### src/rtl/etmr_pkg.sv
package etmr_pkg;

    localparam int unsigned BUS_W          = 64;
    localparam int unsigned HALF_W         = 32;
    localparam int unsigned TIMER_COUNT    = 8;
    localparam int unsigned REVISION       = 1;
    localparam int unsigned TICK_RATE_LOG2 = 24;
    localparam logic [63:0] FS_PER_SECOND  = 64'd1000000000000000;

    // Register slot offsets (8-byte slots)
    localparam int unsigned OFS_CAPS  = 'h000;
    localparam int unsigned OFS_GCFG  = 'h010;
    localparam int unsigned OFS_COUNT = 'h0F0;

    typedef enum logic [1:0] {
        SEL_NONE  = 2'd0,
        SEL_CAPS  = 2'd1,
        SEL_GCFG  = 2'd2,
        SEL_COUNT = 2'd3
    } sel_e;

    typedef struct packed {
        logic rd;
        logic wr;
        logic legal;
        logic wide;
        logic upper;
        sel_e sel;
    } acc_t;

    // Constant capabilities word assembled from its fields
    function automatic logic [63:0] caps_word();
        logic [63:0] w;
        w        = (FS_PER_SECOND >> TICK_RATE_LOG2) << 32;
        w[13]    = 1'b0;
        w[12:8]  = 5'(TIMER_COUNT - 1);
        w[7:0]   = 8'(REVISION);
        return w;
    endfunction

    // Size is 4 or 8 bytes and offset is a multiple of it
    function automatic logic size_legal(input logic [3:0] sz, input logic [2:0] low);
        return ((sz == 4'd4) && (low[1:0] == 2'b00)) ||
               ((sz == 4'd8) && (low == 3'b000));
    endfunction

endpackage

### src/rtl/etmr_acc_dec.sv
module etmr_acc_dec
    import etmr_pkg::*;
#(
    parameter int unsigned ADDR_W = 10
) (
    input  logic              req_valid,
    input  logic              req_write,
    input  logic [ADDR_W-1:0] req_addr,
    input  logic [3:0]        req_size,
    output acc_t              acc
);
    localparam int unsigned SLOT_W = ADDR_W - 3;
    localparam logic [SLOT_W-1:0] SLOT_CAPS  = SLOT_W'(OFS_CAPS  >> 3);
    localparam logic [SLOT_W-1:0] SLOT_GCFG  = SLOT_W'(OFS_GCFG  >> 3);
    localparam logic [SLOT_W-1:0] SLOT_COUNT = SLOT_W'(OFS_COUNT >> 3);

    logic [SLOT_W-1:0] slot;

    always_comb begin
        slot      = req_addr[ADDR_W-1:3];
        acc       = '0;
        acc.rd    = req_valid && !req_write;
        acc.wr    = req_valid &&  req_write;
        acc.legal = size_legal(req_size, req_addr[2:0]);
        acc.wide  = (req_size == 4'd8);
        acc.upper = (req_size == 4'd4) && req_addr[2];
        if (slot == SLOT_CAPS)
            acc.sel = SEL_CAPS;
        else if (slot == SLOT_GCFG)
            acc.sel = SEL_GCFG;
        else if (slot == SLOT_COUNT)
            acc.sel = SEL_COUNT;
        else
            acc.sel = SEL_NONE;
    end

endmodule

### src/rtl/etmr_gcfg_reg.sv
module etmr_gcfg_reg (
    input  logic clk,
    input  logic rst,
    input  logic wr_en,
    input  logic wr_wide,
    input  logic wr_upper,
    input  logic wr_bit0,
    output logic enable
);
    logic en_q;

    always_ff @(posedge clk) begin
        if (rst)
            en_q <= 1'b0;
        else if (wr_en && (wr_wide || !wr_upper))
            en_q <= wr_bit0;
    end

    assign enable = en_q;

    // an upper-half write leaves the enable alone
    p_upper_keeps_r3: assert property (@(posedge clk) disable iff (rst)
        (wr_en && !wr_wide && wr_upper) |=> $stable(en_q));

    // a lower-half or full write sets the enable from data bit 0
    p_bit0_loads_r3: assert property (@(posedge clk) disable iff (rst)
        (wr_en && (wr_wide || !wr_upper)) |=> (en_q == $past(wr_bit0)));

endmodule

### src/rtl/etmr_main_cnt.sv
module etmr_main_cnt #(
    parameter int unsigned CNT_W = 32
) (
    input  logic             clk,
    input  logic             rst,
    input  logic             run,
    input  logic             tick,
    input  logic             wr_en,
    input  logic [CNT_W-1:0] wr_value,
    output logic [CNT_W-1:0] cnt
);
    localparam logic [CNT_W-1:0] CNT_MAX = '1;

    logic [CNT_W-1:0] cnt_q;

    always_ff @(posedge clk) begin
        if (rst)
            cnt_q <= '0;
        else if (wr_en)
            cnt_q <= wr_value;
        else if (run && tick)
            cnt_q <= cnt_q + 1'b1;
    end

    assign cnt = cnt_q;

    // no write and no enabled tick -> the counter holds
    p_hold_r4: assert property (@(posedge clk) disable iff (rst)
        (!wr_en && !(run && tick)) |=> $stable(cnt_q));

    // an enabled tick below the top value adds exactly one
    p_step_r4: assert property (@(posedge clk) disable iff (rst)
        (!wr_en && run && tick && (cnt_q != CNT_MAX)) |=> (cnt_q == $past(cnt_q) + 1'b1));

    // an enabled tick at the top value returns to zero
    p_wrap_r5: assert property (@(posedge clk) disable iff (rst)
        (!wr_en && run && tick && (cnt_q == CNT_MAX)) |=> (cnt_q == '0));

    // a write wins over any tick in the same cycle
    p_write_wins_r6: assert property (@(posedge clk) disable iff (rst)
        wr_en |=> (cnt_q == $past(wr_value)));

endmodule

### src/rtl/etmr_rd_mux.sv
module etmr_rd_mux
    import etmr_pkg::*;
#(
    parameter int unsigned CNT_W = 32
) (
    input  logic             clk,
    input  logic             rst,
    input  acc_t             acc,
    input  logic [63:0]      caps,
    input  logic             gcfg_en,
    input  logic [CNT_W-1:0] cnt,
    output logic             rsp_valid,
    output logic [63:0]      rsp_rdata
);
    logic [63:0] slot_data;
    logic [63:0] rd_data;
    logic        vld_q;
    logic [63:0] data_q;

    always_comb begin
        unique case (acc.sel)
            SEL_CAPS:  slot_data = caps;
            SEL_GCFG:  slot_data = {63'd0, gcfg_en};
            SEL_COUNT: slot_data = BUS_W'(cnt);
            default:   slot_data = '0;
        endcase

        if (!acc.legal)
            rd_data = '0;
        else if (acc.wide)
            rd_data = slot_data;
        else if (acc.upper)
            rd_data = {32'd0, slot_data[63:32]};
        else
            rd_data = {32'd0, slot_data[31:0]};
    end

    always_ff @(posedge clk) begin
        if (rst) begin
            vld_q  <= 1'b0;
            data_q <= '0;
        end else begin
            vld_q <= acc.rd;
            if (acc.rd)
                data_q <= rd_data;
        end
    end

    assign rsp_valid = vld_q;
    assign rsp_rdata = data_q;

endmodule

### src/rtl/etmr_global_regs.sv
module etmr_global_regs
    import etmr_pkg::*;
#(
    parameter int unsigned ADDR_W = 10,
    parameter int unsigned CNT_W  = 32
) (
    input  logic              clk,
    input  logic              rst,
    input  logic              req_valid,
    output logic              req_ready,
    input  logic              req_write,
    input  logic [ADDR_W-1:0] req_addr,
    input  logic [3:0]        req_size,
    input  logic [63:0]       req_wdata,
    output logic              rsp_valid,
    output logic [63:0]       rsp_rdata,
    input  logic              tick_en,
    output logic [CNT_W-1:0]  cnt_value,
    output logic              cnt_run
);
    localparam logic [63:0] CAPS = caps_word();

    acc_t             acc;
    logic             gcfg_en;
    logic             gcfg_wr;
    logic             cnt_wr;
    logic [CNT_W-1:0] cnt_q;
    logic [CNT_W-1:0] cnt_wr_val;
    logic             unused_wdata;

    assign req_ready    = 1'b1;
    assign unused_wdata = ^req_wdata;

    etmr_acc_dec #(.ADDR_W(ADDR_W)) u_dec (
        .req_valid (req_valid),
        .req_write (req_write),
        .req_addr  (req_addr),
        .req_size  (req_size),
        .acc       (acc)
    );

    assign gcfg_wr = acc.wr && acc.legal && (acc.sel == SEL_GCFG);
    assign cnt_wr  = acc.wr && acc.legal && (acc.sel == SEL_COUNT);

    etmr_gcfg_reg u_gcfg (
        .clk      (clk),
        .rst      (rst),
        .wr_en    (gcfg_wr),
        .wr_wide  (acc.wide),
        .wr_upper (acc.upper),
        .wr_bit0  (req_wdata[0]),
        .enable   (gcfg_en)
    );

    // Merge a write into the zero-extended counter image
    generate
        if (CNT_W > HALF_W) begin : g_wide_cnt
            always_comb begin
                if (acc.wide)
                    cnt_wr_val = req_wdata[CNT_W-1:0];
                else if (acc.upper)
                    cnt_wr_val = {req_wdata[CNT_W-HALF_W-1:0], cnt_q[HALF_W-1:0]};
                else
                    cnt_wr_val = {cnt_q[CNT_W-1:HALF_W], req_wdata[HALF_W-1:0]};
            end
        end else begin : g_half_cnt
            always_comb begin
                if (acc.upper)
                    cnt_wr_val = cnt_q;
                else
                    cnt_wr_val = req_wdata[CNT_W-1:0];
            end
        end
    endgenerate

    etmr_main_cnt #(.CNT_W(CNT_W)) u_cnt (
        .clk      (clk),
        .rst      (rst),
        .run      (gcfg_en),
        .tick     (tick_en),
        .wr_en    (cnt_wr),
        .wr_value (cnt_wr_val),
        .cnt      (cnt_q)
    );

    etmr_rd_mux #(.CNT_W(CNT_W)) u_rd (
        .clk       (clk),
        .rst       (rst),
        .acc       (acc),
        .caps      (CAPS),
        .gcfg_en   (gcfg_en),
        .cnt       (cnt_q),
        .rsp_valid (rsp_valid),
        .rsp_rdata (rsp_rdata)
    );

    assign cnt_value = cnt_q;
    assign cnt_run   = gcfg_en;

    // a full read of the capabilities slot returns the constant word
    p_caps_read_r2: assert property (@(posedge clk) disable iff (rst)
        (acc.rd && acc.legal && acc.wide && (acc.sel == SEL_CAPS)) |=> (rsp_rdata == CAPS));

    // an illegal read returns zero
    p_illegal_zero_r8: assert property (@(posedge clk) disable iff (rst)
        (acc.rd && !acc.legal) |=> (rsp_rdata == 64'd0));

    // an illegal write changes neither register
    p_illegal_keep_r8: assert property (@(posedge clk) disable iff (rst)
        (acc.wr && !acc.legal && !tick_en) |=> ($stable(cnt_q) && $stable(gcfg_en)));

    // each read is answered in the next cycle
    p_read_rsp_r9: assert property (@(posedge clk) disable iff (rst)
        acc.rd |=> rsp_valid);

    // writes and idle cycles produce no response
    p_no_rsp_r9: assert property (@(posedge clk) disable iff (rst)
        !acc.rd |=> !rsp_valid);

    // unmapped reads return zero
    p_unmapped_r10: assert property (@(posedge clk) disable iff (rst)
        (acc.rd && (acc.sel == SEL_NONE)) |=> (rsp_rdata == 64'd0));

endmodule

### config.mk
export PLATFORM = sky130hd
export DESIGN_NAME = etmr_global_regs
export DESIGN_NICKNAME = d
export VERILOG_FILES = /design/src/rtl/etmr_pkg.sv /design/src/rtl/etmr_acc_dec.sv /design/src/rtl/etmr_gcfg_reg.sv /design/src/rtl/etmr_main_cnt.sv /design/src/rtl/etmr_rd_mux.sv /design/src/rtl/etmr_global_regs.sv
export SDC_FILE = /design/constraint.sdc
export NUM_CORES = 1
export LEC_CHECK = 0
export ABC_AREA = 1
export BUFFER_PORTS_ARGS = -buffer_cell sky130_fd_sc_hd__buf_4
export CORE_ASPECT_RATIO = 2
export CORE_MARGIN = 2
export CORE_UTILIZATION = 54
export DETAILED_ROUTE_END_ITERATION = 10
export PLACE_DENSITY = 0.95
export SYNTH_ARGS = -nofsm -noshare
export SYNTH_HDL_FRONTEND = slang
export SYNTH_HIERARCHICAL = 1
export SYNTH_SLANG_ARGS = --single-unit
### constraint.sdc
create_clock -name clk -period 2.14 [get_ports clk]
set_clock_uncertainty 0.15 [all_clocks]
set_input_delay 0.107 -clock clk [delete_from_list [all_inputs] [get_ports clk]]
set_output_delay 0.107 -clock clk [all_outputs]
set_load 0.02 [all_outputs]
---- Word-level counts from Yosys, hierarchy flattened ----
Cells that the tools add are included.
word-level totals
  register bits after elaboration ......... 98
  bits of input ports ..................... 83
operators by class
  add/sub/neg operators ................... 1
  equality and inequality tests ........... 8
  multiplexer cells ....................... 10
  reduce and logical (&&, ||, !) cells .... 19
operators with widths
  kind                                                 count
  case mux 58 bit (3 select lines)                     1
  2-to-1 mux 32 bit                                    4
  2-to-1 mux 64 bit                                    2
  adder 32 x 1 -> 32 bit, second input constant        1
  logical AND 1 bit                                    10
  equality test 7 x 2 -> 1 bit, second input constant  1
  equality test 7 x 5 -> 1 bit, second input constant  1
  zero test 7 bit                                      1
  2-to-1 mux 2 bit                                     3
  equality test 2 bit, second input constant           2
  equality test 4 x 3 -> 1 bit, second input constant  1
  equality test 4 bit, second input constant           1
  zero test 3 bit                                      1
  equality test 2 x 1 -> 1 bit, second input constant  1
  zero test 1 bit                                      2
  zero test 2 bit                                      1
  logical OR 1 bit                                     2
  inequality test 2 bit, second input constant         1
  AND reduction 2 bit                                  1
  nonzero test 2 bit                                   1

---- Longest topological paths before layout ----
  depth in word-level cells ............... 9
  depth in mapped cells ................... 14
  gate-level depth less buffers ........... 12

---- Modules after synthesis ----
Netlist, hierarchy kept.
by module, submodules not included
  module            instances  cells each  area each (µm²)  seq. area each (µm²)
  etmr_rd_mux       1          476         3225.6           1301.2
  etmr_main_cnt     1          368         2199.6           640.6
  etmr_global_regs  1          113         529.3            0.0
  etmr_acc_dec      1          46          201.4            0.0
  etmr_gcfg_reg     1          9           60.1             20.0

---- Worst setup path after synthesis ----
Ideal clock, no wire load.
  kind .................................... reg2reg
  from .................................... register u_cnt.cnt_q[0] (netlist: u_cnt/cnt[0])
  to ...................................... register u_cnt.cnt_q[24] (netlist: u_cnt/cnt[24])
  library setup time ...................... 132 ps
  data arrival time ....................... 1541 ps
  data required time ...................... 1858 ps
  slack ................................... 317 ps
  cell stages (with the launch flop) ...... 9
  path buffers ............................ 0
  clock period less this slack ............ 1823 ps
  cells stage by stage .................... dfxtp_1 -> ha_1 -> nand2_1 -> nor2_1 -> nand2_4 -> nor2_4 -> nand3_1 -> nand3_1 -> a21oi_1
between the ends
  word-level cells in the longest chain between the ends .. 3
ends and longest elaborated chain
  what                    line                 source
  start, declared         etmr_main_cnt.sv:14  logic [CNT_W-1:0] cnt_q;
  start signal, assigned  etmr_main_cnt.sv:20  cnt_q <= wr_value;
  start signal, assigned  etmr_main_cnt.sv:22  cnt_q <= cnt_q + 1'b1;
  adder 32 x 1 -> 32 bit  etmr_main_cnt.sv:22
  2-to-1 mux 32 bit       etmr_main_cnt.sv:21  else if (run && tick)
  2-to-1 mux 32 bit       etmr_main_cnt.sv:19  else if (wr_en)
No other way between the ends. The select of a mux whose other input is x is not followed.
A chain may end at the register's enable or synchronous reset.

---- Final worst setup path ----
  from .................................... register u_cnt.cnt_q[0] (netlist: u_cnt/cnt[0])
  to ...................................... register u_cnt.cnt_q[18] (netlist: u_cnt/cnt[18])
Same word-level chain as after synthesis.

==> impl_metrics.env <==
export IMPL_postCtsHoldBufs=9
export IMPL_gp_congestion=1.014
export IMPL_numCtsBuffers=9
export IMPL_overflow=0
export IMPL_drtIter0Drc=539
export IMPL_multi_input_area_um2=3904
export IMPL_yosys_area_top_type_share_pct=31.56
export IMPL_initial_core_util_pct=55.08
export IMPL_relSlewSlack_pct=62.58
export IMPL_regArea_um2=1962
export IMPL_critPathMaxFanout=4
export IMPL_synthXorXnorAreaFrac_pct=0
export IMPL_async_flop_share_pct=0
export IMPL_finalSetupTns_ns=0
export IMPL_synth_ff_type="dfxtp_1"
export IMPL_ant_nets=0
export IMPL_cts_buffer_depth=2
export IMPL_syn_to_final_growth_pct=29.95
export IMPL_yosysSeqAreaShare_pct=31.56
export IMPL_clockRootBuffer="clkbuf_16"
export IMPL_critPathArrivalTime_ns=2.06
export IMPL_final_nets=1310
export IMPL_dieArea_um2=12440
export IMPL_hold_class="input port to flop"
export IMPL_diodes=0
export IMPL_max_stage_delay_ns=0.34
export IMPL_p_per_area_nw_per_um2=470.7
export IMPL_synth_edf_count=0
export IMPL_critPathBufInv=0
export IMPL_dieHeight_um=155.7
export IMPL_outcome="finished, final reports clean"
export IMPL_synth_cell_types=36
export IMPL_path_clk_slew_ns=0.07
export IMPL_synthMuxAreaShare_pct=0
export IMPL_synth_warnings=6
export IMPL_synth_compound_area_share_pct=12.56
export IMPL_placed_cell_area_um2=7677
export IMPL_finalSetupViolCount=0
export IMPL_ir_drop_mv=0.5701
export IMPL_slew_violations=0
export IMPL_totalWireLength_um=18860
export IMPL_synth_top_family_by_area="simple AND/OR/NAND/NOR gates"
export IMPL_final_area_um2=8078
export IMPL_clock_sinks=98
export IMPL_fin_util_pct=71.57
export IMPL_synth_fa_ha_area_share_pct=0.2013
export IMPL_layout_drive_gt1_share_pct=18.85
export IMPL_max_cap_violations=0
export IMPL_finalPower_uw=3802
export IMPL_grt_pass1_vias=6762
export IMPL_period_needed_ns=1.928
export IMPL_post_cts_repair_setup_buffers=0
export IMPL_synth_area_per_cell_um2=6.142
export IMPL_grt_util_all_layers_pct=30.30
export IMPL_synth_area_um2=6216
export IMPL_hold_viol=0
export IMPL_final_cells=1373
export IMPL_htree_num_levels=3
export IMPL_fillCellCount=950
export IMPL_yosysMostFrequentCell="nand2_1"
export IMPL_core_area_um2=11290
export IMPL_synth_top_cell_by_area="dfxtp_1"
export IMPL_wl_per_cell_um=13.74
export IMPL_min_period_over_period_pct=90.08
export IMPL_critPathLaunchType="flop"
export IMPL_cts_tree="yes"
export IMPL_cp_required_ns=2.27
export IMPL_synth_seq_cells=98
export IMPL_crit_family="simple AND/OR/NAND/NOR gates"
export IMPL_yosys_area_share_simple_pct=44.55
export IMPL_grt_pass1_wl_um=30580
export IMPL_p_leak_uw=0.003441
export IMPL_cpMaxStageDelayCell="dfxtp_1"
export IMPL_drc=0
export IMPL_place_inst=1348
export IMPL_portBuffers=148
export IMPL_clkLatencyLatePin_ns=0.34
export IMPL_row_count=55
export IMPL_vias=7393
export IMPL_antenna_found_initial=0
export IMPL_io_pins=182
export IMPL_ys_top_cells_by_area="dfxtp_1, nand2_1, nand3_1"
export IMPL_tightest_slew_ns=0.5613
export IMPL_max_freq_mhz=518.8
export IMPL_rsz0062_at_grt="no"
export IMPL_syn_inst=1012
export IMPL_path_class="flop to flop"
export IMPL_path_cells="ha_1 > nand2_1 > nor2_1 > nand3b_1 > o21ai_0 > nand3_1 > a21oi_1"
export IMPL_grt_max_degree=52
export IMPL_die_w_um=79.87
export IMPL_synth_commonest_cells="nand2_1, nand3_1, dfxtp_1, a21oi_1, nor2_1"
export IMPL_drtPass1Iterations=7
export IMPL_cp_end_kind="flop"
export IMPL_cts_resized_gates=0
export IMPL_viasPerCell=5.385
export IMPL_dp_hpwl_um=13550
-- state kept, by name, summed over array words and instances, names as in the netlist --
name            cells
u_rd/rsp_rdata     64
u_cnt/cnt          32
u_gcfg/enable       1
u_rd/rsp_valid      1
-- cell type report --
class,count,share of cell area [%]
repair buffers,183,17.75
inverters,74,3.594
flip-flops and latches,98,24.29
clock buffers,11,3.129
well taps,142,2.199
clock inverters,5,0.7125
multi-input cells,860,48.33
-- logic make-up after synthesis --
logic type | count (synthesis)
AOI/OAI and AO/OA | 141
DFF | 98
adders and majority gates | 1
and+or+nand+nor | 629
buffers and inverters | 141
other | 2
-- metrics by stage --
stage	hold slack, ns	setup slack, ns
after floorplan	0.1006	0.3165
after CTS	0.001779	0.2628
after global routing	0.02943	0.1111
final	0.01357	0.2124
after global placement	0.2858	0.2690
after detailed placement	0.3058	0.1758
-- power breakdown --
part | internal, uW | switching [uW] | leakage (uW)
clock | 975 | 717 | 0.000156
sequential | 1820 | 0.251 | 0.000789
combinational | 118 | 168 | 0.00250
-- cells in the final DEF (no fill, tap or decap), drive strengths merged, types with 3 or more instances in the layout --
| cell type | synthesis | routed |
|---|---|---|
| inv | 74 | 76 |
| nor2 | 82 | 82 |
| a21oi | 82 | 82 |
| dfxtp | 98 | 98 |
| o21ai | 28 | 28 |
| a31oi | 8 | 8 |
| buf | 38 | 174 |
| nand2 | 336 | 336 |
| o21bai | 4 | 4 |
| dlygate4sd3 | 0 | 9 |
| nand3 | 196 | 196 |
| nor3 | 8 | 8 |
| a22oi | 14 | 14 |
| clkbuf | 29 | 11 |
| nand4 | 3 | 3 |
| conb | 2 | 89 |
-- worst reg2reg max path, stage by stage, from the launching register on --
cell and delay, ns:
dfxtp_1 0.34, ha_1 0.20, nand2_1 0.10, nor2_1 0.34, nand3b_1 0.29, o21ai_0 0.25, nand3_1 0.09, a21oi_1 0.12
-- worst paths after layout --
| path | start | to | slack, ns | cells after the start |
|---|---|---|---|---|
| worst min-delay path | req_wdata[12] | u_cnt/cnt[12] | 0.01 | 5 |
| worst min register to register | u_rd/rsp_rdata[16] | u_rd/rsp_rdata[16] | 0.32 | 2 |
| worst max register to register | u_cnt/cnt[0] | u_cnt/cnt[18] | 0.21 | 7 |
| worst max-delay path | u_cnt/cnt[0] | u_cnt/cnt[18] | 0.21 | 7 |
-- metal layers --
metal	wire length, um	vias up	GRT usage (%)
met3	1248	77	4.282
met4	833	0	15.74
li1	-	3653	-
met5	0	-	0
met2	10000	346	55.74
met1	6775	3317	32.62
No activity file was read; power rests on OpenSTA's default activity.
